==> src/rtl/ep_bank_pkg.sv <==
package ep_bank_pkg;

    localparam int WORD_W = 16;

    typedef struct packed {
        logic       rx_done;
        logic       rx_tog;
        logic [1:0] rx_stat;
        logic       setup;
        logic [1:0] ep_type;
        logic       ep_kind;
        logic       tx_done;
        logic       tx_tog;
        logic [1:0] tx_stat;
        logic [3:0] dev_addr;
    } ep_word_t;

    localparam logic [1:0] TYPE_CTRL = 2'b01;
    localparam logic [1:0] TYPE_ISO  = 2'b10;

    localparam logic [1:0] DIR_OUT   = 2'b00;
    localparam logic [1:0] DIR_SETUP = 2'b01;
    localparam logic [1:0] DIR_IN    = 2'b10;

    typedef enum logic [2:0] {
        EV_NONE,
        EV_RX_DATA,
        EV_RX_SETUP,
        EV_CTL_SETUP_OK,
        EV_CTL_SETUP_BAD,
        EV_TX_DATA
    } ep_event_e;

endpackage

==> src/rtl/ep_event_decode.sv <==
module ep_event_decode
    import ep_bank_pkg::*;
(
    input  logic       hit,
    input  logic [1:0] ep_type,
    input  logic       rx_tog,
    input  logic [1:0] dir,
    input  logic       pid,
    input  logic       ack,
    input  logic       err,
    output ep_event_e  ev
);

    logic is_iso;
    logic is_ctrl;
    logic rx_accept;
    logic tx_accept;

    assign is_iso  = (ep_type == TYPE_ISO);
    assign is_ctrl = (ep_type == TYPE_CTRL);

    // isochronous: no handshake, no toggle matching
    assign rx_accept = is_iso ? !err : (ack && !err && (pid == rx_tog));
    assign tx_accept = is_iso ? !err : (ack && !err);

    always_comb begin
        ev = EV_NONE;
        if (hit) begin
            unique case (dir)
                DIR_OUT: begin
                    if (rx_accept) ev = EV_RX_DATA;
                end
                DIR_SETUP: begin
                    if (is_ctrl)
                        ev = (ack && !err && !pid) ? EV_CTL_SETUP_OK : EV_CTL_SETUP_BAD;
                    else if (rx_accept)
                        ev = EV_RX_SETUP;
                end
                DIR_IN: begin
                    if (tx_accept) ev = EV_TX_DATA;
                end
                default: ev = EV_NONE;
            endcase
        end
    end

endmodule

==> src/rtl/ep_reg.sv <==
module ep_reg
    import ep_bank_pkg::*;
(
    input  logic              clk,
    input  logic              rst_n,
    input  logic              usb_rst,
    input  logic              wr_hit,
    input  logic [WORD_W-1:0] wdata,
    input  logic              x_hit,
    input  logic [1:0]        x_dir,
    input  logic              x_pid,
    input  logic              x_ack,
    input  logic              x_err,
    output logic [WORD_W-1:0] word_q
);

    ep_word_t  reg_q;
    ep_word_t  reg_d;
    ep_word_t  hw_v;
    ep_word_t  wr_v;
    ep_event_e ev;
    logic      rx_set;
    logic      tx_set;
    logic      unused_ro_bit;

    assign wr_v          = ep_word_t'(wdata);
    assign unused_ro_bit = wr_v.setup;

    ep_event_decode u_dec (
        .hit     (x_hit),
        .ep_type (reg_q.ep_type),
        .rx_tog  (reg_q.rx_tog),
        .dir     (x_dir),
        .pid     (x_pid),
        .ack     (x_ack),
        .err     (x_err),
        .ev      (ev)
    );

    // hardware half of the update
    always_comb begin
        hw_v   = reg_q;
        rx_set = 1'b0;
        tx_set = 1'b0;
        unique case (ev)
            EV_NONE: ;
            EV_RX_DATA: begin
                rx_set       = 1'b1;
                hw_v.rx_tog  = ~reg_q.rx_tog;
                hw_v.setup   = 1'b0;
            end
            EV_RX_SETUP: begin
                rx_set       = 1'b1;
                hw_v.rx_tog  = ~reg_q.rx_tog;
                hw_v.setup   = 1'b1;
            end
            EV_CTL_SETUP_OK: begin
                rx_set       = 1'b1;
                hw_v.rx_tog  = 1'b1;
                hw_v.setup   = 1'b1;
            end
            EV_CTL_SETUP_BAD: begin
                hw_v.rx_tog  = 1'b0;
            end
            EV_TX_DATA: begin
                tx_set       = 1'b1;
                hw_v.tx_tog  = ~reg_q.tx_tog;
            end
            default: ;
        endcase
    end

    // software half, layered on top; hardware sets of done flags win
    always_comb begin
        reg_d = hw_v;
        if (wr_hit) begin
            reg_d.rx_tog   = hw_v.rx_tog  ^ wr_v.rx_tog;
            reg_d.rx_stat  = hw_v.rx_stat ^ wr_v.rx_stat;
            reg_d.tx_tog   = hw_v.tx_tog  ^ wr_v.tx_tog;
            reg_d.tx_stat  = hw_v.tx_stat ^ wr_v.tx_stat;
            reg_d.ep_type  = wr_v.ep_type;
            reg_d.ep_kind  = wr_v.ep_kind;
            reg_d.dev_addr = wr_v.dev_addr;
            reg_d.rx_done  = reg_q.rx_done & wr_v.rx_done;
            reg_d.tx_done  = reg_q.tx_done & wr_v.tx_done;
        end
        if (rx_set) reg_d.rx_done = 1'b1;
        if (tx_set) reg_d.tx_done = 1'b1;
        if (usb_rst) begin
            reg_d         = '0;
            reg_d.rx_done = reg_q.rx_done;
            reg_d.tx_done = reg_q.tx_done;
        end
    end

    always_ff @(posedge clk or negedge rst_n) begin
        if (!rst_n) reg_q <= '0;
        else        reg_q <= reg_d;
    end

    assign word_q = reg_q;

    p_rst_clears_r11: assert property (@(posedge clk) disable iff (!rst_n)
        usb_rst |=> ((word_q & 16'h7F7F) == 16'h0000));

    p_rst_keeps_done_r11: assert property (@(posedge clk) disable iff (!rst_n)
        usb_rst |=> (reg_q.rx_done == $past(reg_q.rx_done) &&
                     reg_q.tx_done == $past(reg_q.tx_done)));

    p_hw_set_wins_r12: assert property (@(posedge clk) disable iff (!rst_n)
        (x_hit && ev != EV_NONE && ev != EV_CTL_SETUP_BAD && ev != EV_TX_DATA && !usb_rst)
            |=> reg_q.rx_done);

    p_rx_done_cause_r6: assert property (@(posedge clk) disable iff (!rst_n)
        $rose(reg_q.rx_done) |-> $past(x_hit));

    p_setup_stable_r3: assert property (@(posedge clk) disable iff (!rst_n)
        (!x_hit && !usb_rst) |=> $stable(reg_q.setup));

    p_tx_done_cause_r10: assert property (@(posedge clk) disable iff (!rst_n)
        $rose(reg_q.tx_done) |-> $past(x_hit && x_dir == DIR_IN));

endmodule

==> src/rtl/ep_read_mux.sv <==
module ep_read_mux
    import ep_bank_pkg::*;
#(
    parameter int NUM_EP = 8,
    localparam int IDX_W = $clog2(NUM_EP)
) (
    input  logic [NUM_EP-1:0][WORD_W-1:0] words,
    input  logic [IDX_W-1:0]              sel,
    output logic [WORD_W-1:0]             rdata
);

    always_comb begin
        rdata = '0;
        for (int i = 0; i < NUM_EP; i++) begin
            if (sel == IDX_W'(i)) rdata = words[i];
        end
    end

endmodule

==> src/rtl/ep_csr_bank.sv <==
module ep_csr_bank
    import ep_bank_pkg::*;
#(
    parameter int NUM_EP = 8,
    localparam int IDX_W = $clog2(NUM_EP),
    localparam int ADDR_HI = IDX_W + 1
) (
    input  logic               clk,
    input  logic               rst_n,
    input  logic               usb_rst,
    input  logic [ADDR_HI:2]   cpu_addr,
    input  logic               cpu_we,
    input  logic [WORD_W-1:0]  cpu_wdata,
    output logic [WORD_W-1:0]  cpu_rdata,
    input  logic               xact_valid,
    input  logic [IDX_W-1:0]   xact_ep,
    input  logic [1:0]         xact_dir,
    input  logic               xact_pid,
    input  logic               xact_ack,
    input  logic               xact_err,
    output logic [NUM_EP-1:0]  irq
);

    logic [NUM_EP-1:0][WORD_W-1:0] words;

    for (genvar g = 0; g < NUM_EP; g++) begin : g_ep
        logic wr_hit;
        logic x_hit;

        assign wr_hit = cpu_we && (cpu_addr == IDX_W'(g));
        assign x_hit  = xact_valid && (xact_ep == IDX_W'(g));

        ep_reg u_reg (
            .clk     (clk),
            .rst_n   (rst_n),
            .usb_rst (usb_rst),
            .wr_hit  (wr_hit),
            .wdata   (cpu_wdata),
            .x_hit   (x_hit),
            .x_dir   (xact_dir),
            .x_pid   (xact_pid),
            .x_ack   (xact_ack),
            .x_err   (xact_err),
            .word_q  (words[g])
        );

        assign irq[g] = words[g][15] | words[g][7];
    end

    ep_read_mux #(.NUM_EP(NUM_EP)) u_mux (
        .words (words),
        .sel   (cpu_addr),
        .rdata (cpu_rdata)
    );

    p_irq_quiet_r13: assert property (@(posedge clk) disable iff (!rst_n)
        (usb_rst && irq == '0) |=> (irq == '0));

endmodule

==> config.mk <==
export PLATFORM = sky130hd
export DESIGN_NAME = ep_csr_bank
export DESIGN_NICKNAME = d
export VERILOG_FILES = /design/src/rtl/ep_bank_pkg.sv /design/src/rtl/ep_event_decode.sv /design/src/rtl/ep_reg.sv /design/src/rtl/ep_read_mux.sv /design/src/rtl/ep_csr_bank.sv
export SDC_FILE = /design/constraint.sdc
export NUM_CORES = 1
export LEC_CHECK = 0
export ABC_CLOCK_PERIOD_IN_PS = 2100
export BUFFER_PORTS_ARGS = -buffer_cell sky130_fd_sc_hd__buf_4
export CORE_UTILIZATION = 54
export CTS_BUF_LIST = sky130_fd_sc_hd__clkbuf_16
export DETAILED_ROUTE_END_ITERATION = 8
export GPL_ROUTABILITY_DRIVEN = 0
export PLACE_DENSITY = 0.83
export SYNTH_ARGS = -nofsm -noshare
export SYNTH_HDL_FRONTEND = slang
export SYNTH_SLANG_ARGS = --single-unit
==> constraint.sdc <==
create_clock -name clk -period 2.1 [get_ports clk]
set_clock_uncertainty 0.1 [all_clocks]
set_input_delay 0 -clock clk [delete_from_list [all_inputs] [get_ports clk]]
set_output_delay 0 -clock clk [all_outputs]
set_load 0.05 [all_outputs]
Word-level counts from Yosys, hierarchy flattened
Index checks and enable logic that the tools add are counted.
Storage, ports and cells
  bits in registers: 128
  word-level logic and storage cells: 489
Cells by class
  equality and inequality tests: 80
  muxes and demuxes: 153
  bitwise gates (word level): 73
  reductions and logical operators: 103
Operator list (count)
  two-way mux 16 bit: 8
  two-way mux 15 bit: 8
  two-way mux 11 bit: 8
  two-way mux 3 bit: 25
  equality test 3 bit, second input constant: 24
  case mux 3 bit (3 select lines): 8
  two-way mux 1 bit: 64
  equality test 3 x 2 -> 1 bit, second input constant: 20
  nonzero test 2 bit: 24
  two-way mux 4 bit: 8
  AND reduction 2 bit: 16
  OR reduction 2 bit: 16
  XOR 2 bit: 16
  equality test 3 x 1 -> 1 bit, second input constant: 10
  logical AND 1 bit: 26
  case mux 1 bit (3 select lines): 8
  nonzero test 3 bit: 8
  OR reduction 3 bit: 8
  equality test 2 x 1 -> 1 bit, second input constant: 9
  equality test 2 bit, second input constant: 9
  NOT 1 bit: 17
  bitwise AND 1 bit: 16
  two-way mux 2 bit: 8
  case mux 1 bit (2 select lines): 8
  6 further kinds: 37

Depth between registers and ports, before layout
Gate-level depths: netlist (run 1).
  word-level depth: 14
  depth in mapped cells: 9
  mapped depth without buffers: 7

Cells and area by module
Synthesis (run 1) repeated with hierarchy kept, for this count alone.
Unflattened totals
  cell total of the unflattened synthesis: 949
  area, all modules: 8592.0 um^2
Modules (own cells, without submodules)
  ep_reg: times used 8, cells an instance 71, area each 723.2 um^2
  ep_read_mux: times used 1, cells an instance 189, area each 1362.6 um^2
  ep_event_decode: times used 8, cells an instance 21, area each 150.1 um^2
  ep_csr_bank: times used 1, cells an instance 24, area each 242.7 um^2

Worst setup path after synthesis (run 1)
Ideal clock, no wire load.
  kind: register to register
  start: register g_ep[2].u_reg.reg_q (netlist bit g_ep[2].u_reg.word_q[9])
  end: register g_ep[2].u_reg.reg_q (netlist bit g_ep[2].u_reg.word_q[14])
  data arrival time: 1.851 ns
  path slack: 0.022 ns
  cell stages (with the launch flop): 8
  buffers on the path: 0
  cell sequence: dfrtp_1 > nand2b_1 > a21oi_1 > o21a_1 > o211ai_1 > mux2_2 > a22oi_2 > mux2_1
RTL lines
  start: declaration: line ep_reg.sv:17  | ep_word_t reg_q;
  start signal: assignment: line ep_reg.sv:98  | else reg_q <= reg_d;

==> impl_metrics.json, run 1 <==
{
  "outcome": "finished, violations left",
  "violations": "negative setup slack",
  "grt_pass1_wl_um": 39200,
  "path_clk_slew_ns": 0.06,
  "synthAdderAreaFrac": 0.00379,
  "final_nets": 1116,
  "synth-main-ff-cell": "dfrtp_1",
  "cpPeakStageDelay_ns": 0.42,
  "relSlewSlack": 0.641,
  "antenna_found_initial": 0,
  "cp_data_required_time_ns": 2.31,
  "chipWidth_um": 123,
  "num_antenna_cells": 0,
  "ctsLongestPathBuffers": 2,
  "synthSimpleGateAreaFrac": 0.245,
  "cts_tree": "built",
  "numClockSinks": 128,
  "clock.fmax_ghz": 0.466,
  "period_needed_ns": 2.14,
  "critPathKind": "flop to flop",
  "dieArea_mm2": 0.0151,
  "ant_nets": 0,
  "syn_nets": 992,
  "grt.overflow.total": 0,
  "hold_class": "input pin to flop",
  "synth_compound_area_frac": 0.176,
  "largest_register_ff_count": 128,
  "synth_xor_area_frac": 0.0586,
  "ys_seq_elements": 128,
  "layout_worst_path_cycle_share": 1.02,
  "hold_viol": 0,
  "wire_per_inst_um": 19.6,
  "synthCells": 960,
  "grt_pass1_vias": 7714,
  "drt_iter0_drc": 849,
  "worst_ep_arrival_time_ns": 2.35,
  "ys_types": 66,
  "clkLatencyLatePin_ns": 0.43,
  "finalWirelength_um": 25100,
  "worstMarginPinSlew_ns": 0.534,
  "dpl.hpwl_um": 16300,
  "setup.worst_path.start_class": "flop",
  "ir_drop_mv": 0.962,
  "power.density_mw_per_mm2": 669,
  "end_kind": "flop",
  "ys_seq_area_frac": 0.405,
  "drt-vias-per-instance": 6.14,
  "synth.yosys.warnings": 0,
  "power.leakage_uw": 0.00436,
  "num_rows": 43,
  "setup_viol": 4,
  "fin_util": 0.715,
  "cts_inserted_buffers": 17,
  "drive_gt1_frac": 0.249,
  "portBuffers": 54,
  "htreeDepth": 4,
  "syn_area_mm2": 0.00792,
  "drtPass1Iterations": 6,
  "slowest_stage": "dfrtp_1",
  "root_buffer": "clkbuf_16",
  "rsz0062_at_grt": "yes",
  "drc_errors": 0,
  "grt_usage": 0.347,
  "start_util": 0.562,
  "synth_top_family_by_area": "simple AND/OR/NAND/NOR gates",
  "vias": 7837,
  "worst_slack_ns": -0.0446,
  "slew_viol_final": 0,
  "synthArstFlopShare": 1.00,
  "fp.dieH_um": 123,
  "ioPinCount": 56,
  "grt_max_degree": 87,
  "syn_avg_cell_area_um2": 8.24,
  "maxCapViolations": 0,
  "area_growth_pct": 27.3,
  "design.core.area_mm2": 0.0141,
  "hold-worst-slack_ns": 0.0616,
  "crit_chain": "nor2b_4 -> a2111oi_4 -> o211ai_1 -> xor2_1 -> a31oi_1 -> mux2_2",
  "path_max_fanout": 4,
  "muxShareOfSynthArea": 0.0683,
  "synth-edff-count": 0
}
critical path: cells and delay by family (launching register included):
kind | cells | cell delay, ns
mux | 1 | 0.35
xor+xnor | 1 | 0.23
compound gates | 3 | 0.77
flops | 1 | 0.42
simple gates | 1 | 0.16
cells in the mapped netlist (all sizes together), types with 3 or more instances:
master,n,share of area
nand2,238,0.11
dfrtp,128,0.40
a21oi,104,0.067
nor2,68,0.033
o21ai,53,0.034
clkbuf,45,0.022
xor2,45,0.050
nand2b,27,0.021
buf,25,0.019
nor3,23,0.015
mux2i,18,0.023
nand3,16,0.010
o211ai,15,0.014
or2,15,0.012
nor2b,13,0.010
and2,11,0.0087
mux4,11,0.031
mux2,10,0.014
a21boi,9,0.0085
xnor2,8,0.0089
inv,7,0.0033
o31ai,7,0.0073
nor3b,6,0.0063
o2bb2ai,6,0.0066
a2111oi,5,0.0055
a21o,4,0.0038
a221oi,4,0.0044
and3,3,0.0024
maj3,3,0.0038
o21a,3,0.0028
o311ai,3,0.0043
or3b,3,0.0033
cells in the final DEF (no fill, tap or decap), types with 7 or more instances in the layout:
cell type,n
dlygate4sd3_1,23
or2_2,14
nor2b_1,9
xnor2_1,8
buf_4,145
a21boi_0,9
a21oi_1,97
o21ai_0,44
mux2i_1,18
nor2_1,67
nand2_1,237
and2_1,8
clkbuf_16,17
a21oi_2,7
nand3_1,15
mux4_2,11
o211ai_1,15
inv_1,7
o21ai_1,7
nor3_1,21
xor2_1,45
dfrtp_2,9
dfrtp_1,119
nand2b_1,21
metrics by stage:
stage	setup slack (ns)	setup TNS (ns)	instance area [µm²]	cells	power, µW
after floorplan	0.0215	0	7920	960	3190
after global placement	-0.00643	-0.00784	8960	1214	3560
after detailed placement	-0.0446	-0.194	8960	1214	3570
after CTS	-0.00660	-0.00660	9850	1269	6700
after global routing	-0.179	-0.478	10100	1277	6940
final	-0.0446	-0.123	10100	1277	6740
per-layer routing:
layer | global-route usage | up-vias | part of all wire
li1 | - | 3532 | -
met4 | 0.201 | 0 | 0.056
met5 | 0 | - | 0
met3 | 0.0803 | 100 | 0.098
met2 | 0.541 | 478 | 0.46
met1 | 0.443 | 3727 | 0.39
logic make-up (layout without fill, tap and decap cells):
| kind of cell | count (synthesis) | after routing |
|---|---|---|
| buffers and inverters | 77 | 214 |
| adders and majority gates | 3 | 3 |
| xor gates and xnor gates | 53 | 53 |
| muxes | 39 | 39 |
| AOI/OAI and AO/OA | 228 | 228 |
| DFF | 128 | 128 |
| and+or+nand+nor | 432 | 432 |
final cells by class:
cell class	count	area, µm²
multi-input combinational	755	4560
fill	1052	4020
sequential	128	3210
timing repair buffer	175	1430
clock buffer	17	425
tap	180	225
clock inverter	15	189
inverter	7	26.3
worst paths after layout:
check                                    startpoint                       end  slack, ns  depth (start not counted)
setup reg to reg           g_ep[0].u_reg.word_q[14]  g_ep[0].u_reg.word_q[14]      -0.04                          6
max in group asynchronous                     rst_n   g_ep[6].u_reg.word_q[7]       0.28                          4
min in group asynchronous                     rst_n   g_ep[2].u_reg.word_q[6]       0.50                          3
hold / removal                          cpu_addr[2]   g_ep[3].u_reg.word_q[7]       0.06                          5
hold reg to reg             g_ep[7].u_reg.word_q[3]   g_ep[7].u_reg.word_q[3]       0.42                          2
setup / recovery           g_ep[0].u_reg.word_q[14]  g_ep[0].u_reg.word_q[14]      -0.04                          6
timing repair:
| item | in CTS | in global routing |
|---|---|---|
| buffers inserted | 0 | 8 |
| gates resized for setup | 13 | 46 |
| hold buffers | 23 | 0 |
| hold endpoints to repair | 244 | 0 |
| setup endpoints to repair | 8 | 13 |
| pin swaps | 4 | 15 |
power breakdown:
part / switching (µW) / internal [µW]
Sequential: 55.6 / 2530
Combinational: 658 / 377
Clock: 1140 / 1970
Total: 1850 / 4880
No activity file was read; power rests on OpenSTA's default activity.
==> run 2, diff against run 1 <==
--- a/config.mk
+++ b/config.mk
@@ -14,4 +14,5 @@
 export PLACE_DENSITY = 0.83
 export SYNTH_ARGS = -nofsm -noshare
 export SYNTH_HDL_FRONTEND = slang
+export SYNTH_HIERARCHICAL = 1
 export SYNTH_SLANG_ARGS = --single-unit
==> run 2 against run 1 <==
The run still ends with negative setup slack left. Highest routed layer unchanged. Flip-flop and latch count is the same. Wire length grew 3.4%. Sequential power is essentially flat. Largest power group unchanged. Power shrank 3.6%. Non-clock buffer count shrank 7.
==> impl_metrics.json, run 2 <==
{
  "outcome": "finished, violations left",
  "violations": "negative setup slack",
  "chipWidth_um": 128,
  "path_buf_inv": 0,
  "end_kind": "flop",
  "synthArstFlopShare": 1.00,
  "clkLatencyLatePin_ns": 0.43,
  "dpl.hpwl_um": 16300,
  "syn_nets": 981,
  "fin_total_pwr_uw": 6490,
  "ys_seq_elements": 128,
  "root_buffer": "clkbuf_16",
  "rsz0062_at_grt": "yes",
  "ys_types": 50,
  "ys_seq_area_frac": 0.373,
  "grt_pass1_wl_um": 40600,
  "synthAdderAreaFrac": 0,
  "cp_data_required_time_ns": 2.35,
  "largest_register_ff_count": 128,
  "synth-main-ff-cell": "dfrtp_1",
  "ir_drop_mv": 0.588,
  "worst_slack_ns": -0.117,
  "wire_per_inst_um": 19.7,
  "setup_viol": 6,
  "mostFrequentLayoutCell": "buf_4",
  "numClockSinks": 128,
  "ioPinCount": 56,
  "fillers": 1079,
  "power.density_mw_per_mm2": 602,
  "path_clk_slew_ns": 0.06,
  "vias": 8160,
  "worst_ep_arrival_time_ns": 2.46,
  "cts_inserted_buffers": 17,
  "antenna_found_initial": 0,
  "portBuffers": 54,
  "clock.fmax_ghz": 0.451,
  "synth_compound_area_frac": 0.188,
  "synth.yosys.warnings": 6,
  "hold-worst-slack_ns": 0.0374,
  "ctsLongestPathBuffers": 2,
  "start_util": 0.559,
  "ys_top_cells_by_area": "dfrtp_1 37%, mux2i_1 10%, xor2_1 4.9%",
  "design.core.area_mm2": 0.0154,
  "synth_top_area_frac": 0.373,
  "worstMarginPinSlew_ns": 0.763,
  "grt.overflow.total": 0,
  "ant_nets": 0,
  "grt_max_degree": 75,
  "drc_errors": 0,
  "cpPeakStageDelay_ns": 0.41,
  "num_rows": 45,
  "dieArea_mm2": 0.0164,
  "drt_iter0_drc": 883,
  "slowest_stage": "dfrtp_1",
  "path_max_fanout": 4,
  "setup.worst_path.start_class": "flop",
  "relSlewSlack": 0.489,
  "synth_xor_area_frac": 0.0571,
  "syn_area_mm2": 0.00859,
  "synthSimpleGateAreaFrac": 0.235,
  "cts_tree": "built",
  "num_antenna_cells": 0,
  "final_nets": 1122,
  "drtPass1Iterations": 6,
  "synth-edff-count": 0,
  "final_cell_mix": "146 x buf_4, 127 x dfrtp_1, 108 x nor2_1",
  "fp.dieH_um": 128,
  "multiInputGateArea_mm2": 0.00531,
  "finalWirelength_um": 25900,
  "hold_viol": 0,
  "ff_latch_area_mm2": 0.00320,
  "slew_viol_final": 0,
  "synth_common_cells": "128 x dfrtp_1, 108 x nor2_1, 97 x nand2_1",
  "grt_pass1_vias": 7891,
  "muxShareOfSynthArea": 0.103,
  "yosysTopAreaCell": "dfrtp_1",
  "synthCells": 949,
  "grt_usage": 0.321,
  "drive_gt1_frac": 0.230,
  "hold_class": "input pin to async pin",
  "syn_avg_cell_area_um2": 9.05,
  "yosysMostFrequentCell": "dfrtp_1",
  "layout_worst_path_cycle_share": 1.06,
  "drt-vias-per-instance": 6.21,
  "maxCapViolations": 0,
  "area_growth_pct": 25.6,
  "critPathKind": "flop to flop",
  "period_needed_ns": 2.22,
  "htreeDepth": 4,
  "power.leakage_uw": 0.00463,
  "cpLargestDelayFamily": "compound AO/OA/AOI/OAI gates",
  "synth_top_family_by_area": "simple AND/OR/NAND/NOR gates",
  "crit_chain": "or2b_4 -> a2111oi_4 -> o21a_1 -> nor2b_2 -> a22o_1 -> or3_4 -> a21oi_2"
}
-- run 2: cell count changes in the layout (fill, tap and decap cells not counted), moves of 21 or more --
| cell | delta |
|---|---|
| a21oi_1 | -48 |
| nor3_1 | -21 |
| nor2_1 | +41 |
| inv_1 | +26 |
| mux2i_1 | +69 |
| nand2_1 | -140 |
-- run 2: per-layer routing --
layer  wire (µm)  global-route usage  share of wire  vias up
met5           0                   0              0        -
met4         822               0.144          0.032        0
met3        1990              0.0768          0.077       83
met2       12400               0.496           0.48      388
met1       10700               0.428           0.41     4005
li1            -                   -              -     3684
-- run 2: worst paths after layout --
path / from / to / slack, ns / cells past startpoint
hold reg to reg: g_ep[0].u_reg/word_q[0] / g_ep[0].u_reg/word_q[0] / 0.42 / 2
setup / recovery: g_ep[7].u_reg/word_q[10] / g_ep[7].u_reg/word_q[14] / -0.12 / 7
setup reg to reg: g_ep[7].u_reg/word_q[10] / g_ep[7].u_reg/word_q[14] / -0.12 / 7
max in group asynchronous: rst_n / g_ep[6].u_reg/word_q[5] / 0.98 / 3
hold / removal: rst_n / g_ep[5].u_reg/word_q[4] / 0.04 / 3
min in group clk: cpu_we / g_ep[0].u_reg/word_q[15] / 0.04 / 5
-- run 2: cells by family after synthesis --
logic type / count (synthesis)
and+or+nand+nor: 367
AOI/OAI and AO/OA: 232
DFF: 128
muxes: 88
buffers and inverters: 78
xor gates and xnor gates: 56
-- run 2: area by class of cell --
cell class / instances / share of cell area
multi-input cells: 743 / 0.492
clock inverters: 14 / 0.0111
well taps: 211 / 0.0245
flip-flops and latches: 128 / 0.297
repair buffers: 168 / 0.125
clock buffers: 17 / 0.0394
inverters: 32 / 0.0111
-- run 2: what timing repair did --
action,CTS,global route
endpoints found under the setup margin,8,12
hold buffers,18,0
endpoints found under the hold margin,245,0
pin swaps,18,20
resized for setup,8,31
setup buffers,12,10
-- run 2: tightest hold or removal path, cell delays in order --
cell and delay [ns]:
dlygate4sd3_1 0.53, buf_4 0.15, buf_12 0.25
-- run 2: through the flow --
step                      instance area (µm²)   util  TNS [ns]  setup WS [ns]  instances
after global routing                    10800  0.702    -0.873         -0.179       1313
after CTS                               10500  0.685    -0.124        -0.0602       1304
after floorplan                          8640      -   -0.0132        -0.0132        949
final                                   10800  0.702    -0.238         -0.117       1313
after detailed placement                 9660  0.628    -0.278        -0.0748       1243
after global placement                   9660  0.628         0        0.00207       1243
-- run 2: power by group --
group | internal [µW] | leakage, µW | switching (µW)
Clock | 1610 | 0.000256 | 1150
Combinational | 407 | 0.00260 | 734
Sequential | 2530 | 0.00177 | 59.0
Total | 4550 | 0.00463 | 1940
==> run 3, diff against run 2 <==
--- a/config.mk
+++ b/config.mk
@@ -7,6 +7,7 @@
 export LEC_CHECK = 0
 export ABC_CLOCK_PERIOD_IN_PS = 2100
 export BUFFER_PORTS_ARGS = -buffer_cell sky130_fd_sc_hd__buf_4
+export CORE_MARGIN = 5
 export CORE_UTILIZATION = 54
 export CTS_BUF_LIST = sky130_fd_sc_hd__clkbuf_16
 export DETAILED_ROUTE_END_ITERATION = 8
==> run 3 against run 2 <==
The run still ends with negative setup slack left. Cell count up 0.23%. Clock-buffer cell count unchanged. Flip-flop and latch count unchanged. Hold slack worse by 0.018 ns. Maximum frequency is 0.92% higher. Sequential power about the same. Clock power rose by 4%. Die area increased by 13%. Worst setup slack improved by 0.020 ns. Combinational power hardly changed. Utilization down 1.8 points. Register-to-register slack gained 0.02 ns. Highest routed layer unchanged.
==> impl_metrics.json, run 3 (synthesis results as in run 2) <==
{
  "cp_data_required_time_ns": 2.34,
  "layout_worst_path_cycle_share": 1.05,
  "numClockSinks": 128,
  "drt-vias-per-instance": 6.19,
  "path_max_fanout": 5,
  "rsz0062_at_grt": "yes",
  "period_needed_ns": 2.20,
  "mostFrequentLayoutCell": "buf_4",
  "power.density_mw_per_mm2": 612,
  "violations": "negative setup slack",
  "area_growth_pct": 25.5,
  "num_antenna_cells": 0,
  "end_kind": "flop",
  "root_buffer": "clkbuf_16",
  "finalWirelength_um": 25800,
  "largest_register_ff_count": 128,
  "worst_ep_arrival_time_ns": 2.44,
  "hold-worst-slack_ns": 0.0191,
  "fin_area_mm2": 0.0108,
  "fin_total_pwr_uw": 6600,
  "clock.fmax_ghz": 0.455,
  "hold_viol": 0,
  "hold_class": "input pin to flop",
  "grt_pass1_wl_um": 40800,
  "slew_viol_final": 0,
  "cts_inserted_buffers": 17,
  "path_clk_slew_ns": 0.06,
  "setup.worst_path.start_class": "flop",
  "grt.overflow.total": 0,
  "dpl.hpwl_um": 16600,
  "fillers": 1162,
  "fin_util": 0.684,
  "drt_iter0_drc": 847,
  "placed_area_mm2": 0.00969,
  "grt_usage": 0.279,
  "num_rows": 46,
  "drc_errors": 0,
  "start_util": 0.545,
  "wire_per_inst_um": 19.6,
  "worst_slack_ns": -0.0972,
  "finalSetupTns_ns": -0.276,
  "outcome": "finished, violations left",
  "ir_drop_mv": 0.585,
  "relSlewSlack": 0.503,
  "grt_max_degree": 62,
  "drive_gt1_frac": 0.226,
  "cts_tree": "built",
  "final_nets": 1119,
  "ioPinCount": 56,
  "fp.dieH_um": 136,
  "setup_viol": 5,
  "ctsLongestPathBuffers": 2,
  "clkLatencyLatePin_ns": 0.42,
  "maxCapViolations": 0,
  "design.core.area_mm2": 0.0158,
  "drtPass1Iterations": 5,
  "power.leakage_uw": 0.00464,
  "critPathKind": "flop to flop",
  "htreeDepth": 4,
  "portBuffers": 54,
  "grt_pass1_vias": 7984,
  "worstMarginPinSlew_ns": 0.742,
  "chipWidth_um": 136,
  "final_cell_mix": "143 x buf_4, 128 x dfrtp_1, 108 x nor2_1",
  "ant_nets": 0,
  "dieArea_mm2": 0.0185,
  "vias": 8145,
  "antenna_found_initial": 0
}
[run 3: cell types whose count changed in the layout (fill, tap and decap cells not counted), moves of 2 or more]
cell	previous run	this run
nand2_1	97	95
o22ai_2	2	0
nor2b_2	4	2
buf_4	146	143
o22ai_1	6	8
nor2b_1	21	23
[run 3: timing repair]
item,CTS,global route
hold buffers,17,0
cloned,0,0
pin swaps,16,29
buffers inserted,9,7
endpoints found under the hold margin,247,0
resized for setup,3,35
setup endpoints to repair,7,13
[run 3: where the power goes]
part / leakage [µW] / total, µW / internal (µW) / switching, µW
Combinational: 0.00261 / 1140 / 404 / 737
Sequential: 0.00177 / 2590 / 2530 / 58.1
Clock: 0.000262 / 2870 / 1730 / 1140
Total: 0.00464 / 6600 / 4670 / 1930
[run 3: worst paths after layout]
check,depth (start not counted),slack [ns],endpoint,from
setup / recovery,7,-0.1,g_ep[7].u_reg/word_q[14],g_ep[7].u_reg/word_q[10]
hold / removal,4,0.02,g_ep[0].u_reg/word_q[9],cpu_we
setup reg to reg,7,-0.1,g_ep[7].u_reg/word_q[14],g_ep[7].u_reg/word_q[10]
hold reg to reg,2,0.42,g_ep[6].u_reg/word_q[15],g_ep[6].u_reg/word_q[15]
max in group asynchronous,3,1.23,g_ep[3].u_reg/word_q[3],rst_n
min in group asynchronous,2,0.04,g_ep[7].u_reg/word_q[12],rst_n
[run 3: worst max-delay path, stage by stage (launching register included)]
cell       delay [ns]
dfrtp_1          0.42
or2b_4           0.32
a2111oi_4        0.29
o21a_1           0.21
nor2b_1          0.06
a22o_1           0.24
or3_1            0.35
a21oi_1          0.15
[run 3: final cells by class]
type | instances | area [µm²] | area share
repair buffers | 165 | 1330 | 0.123
well taps | 216 | 270 | 0.0251
clock inverters | 15 | 145 | 0.0135
flip-flops and latches | 128 | 3200 | 0.297
multi-input cells | 743 | 5290 | 0.491
inverters | 32 | 120 | 0.0111
clock buffers | 17 | 425 | 0.0395
[run 3: through the flow]
| step | cells | setup slack [ns] |
|---|---|---|
| 2_1_floorplan | 949 | -0.0132 |
| 3_3_place_gp | 1251 | 0.00996 |
| 3_5_place_dp | 1251 | -0.0418 |
| 4_1_cts | 1309 | -0.0306 |
| 5_1_grt | 1316 | -0.198 |
| 6_report | 1316 | -0.0972 |
[run 3: metal layers]
layer / wire (µm) / GRT usage / up-vias
met1: 10600 / 0.364 / 3983
met4: 949 / 0.123 / 0
met3: 1960 / 0.0588 / 98
met2: 12400 / 0.447 / 398
li1: - / - / 3666
met5: 0 / 0 / -
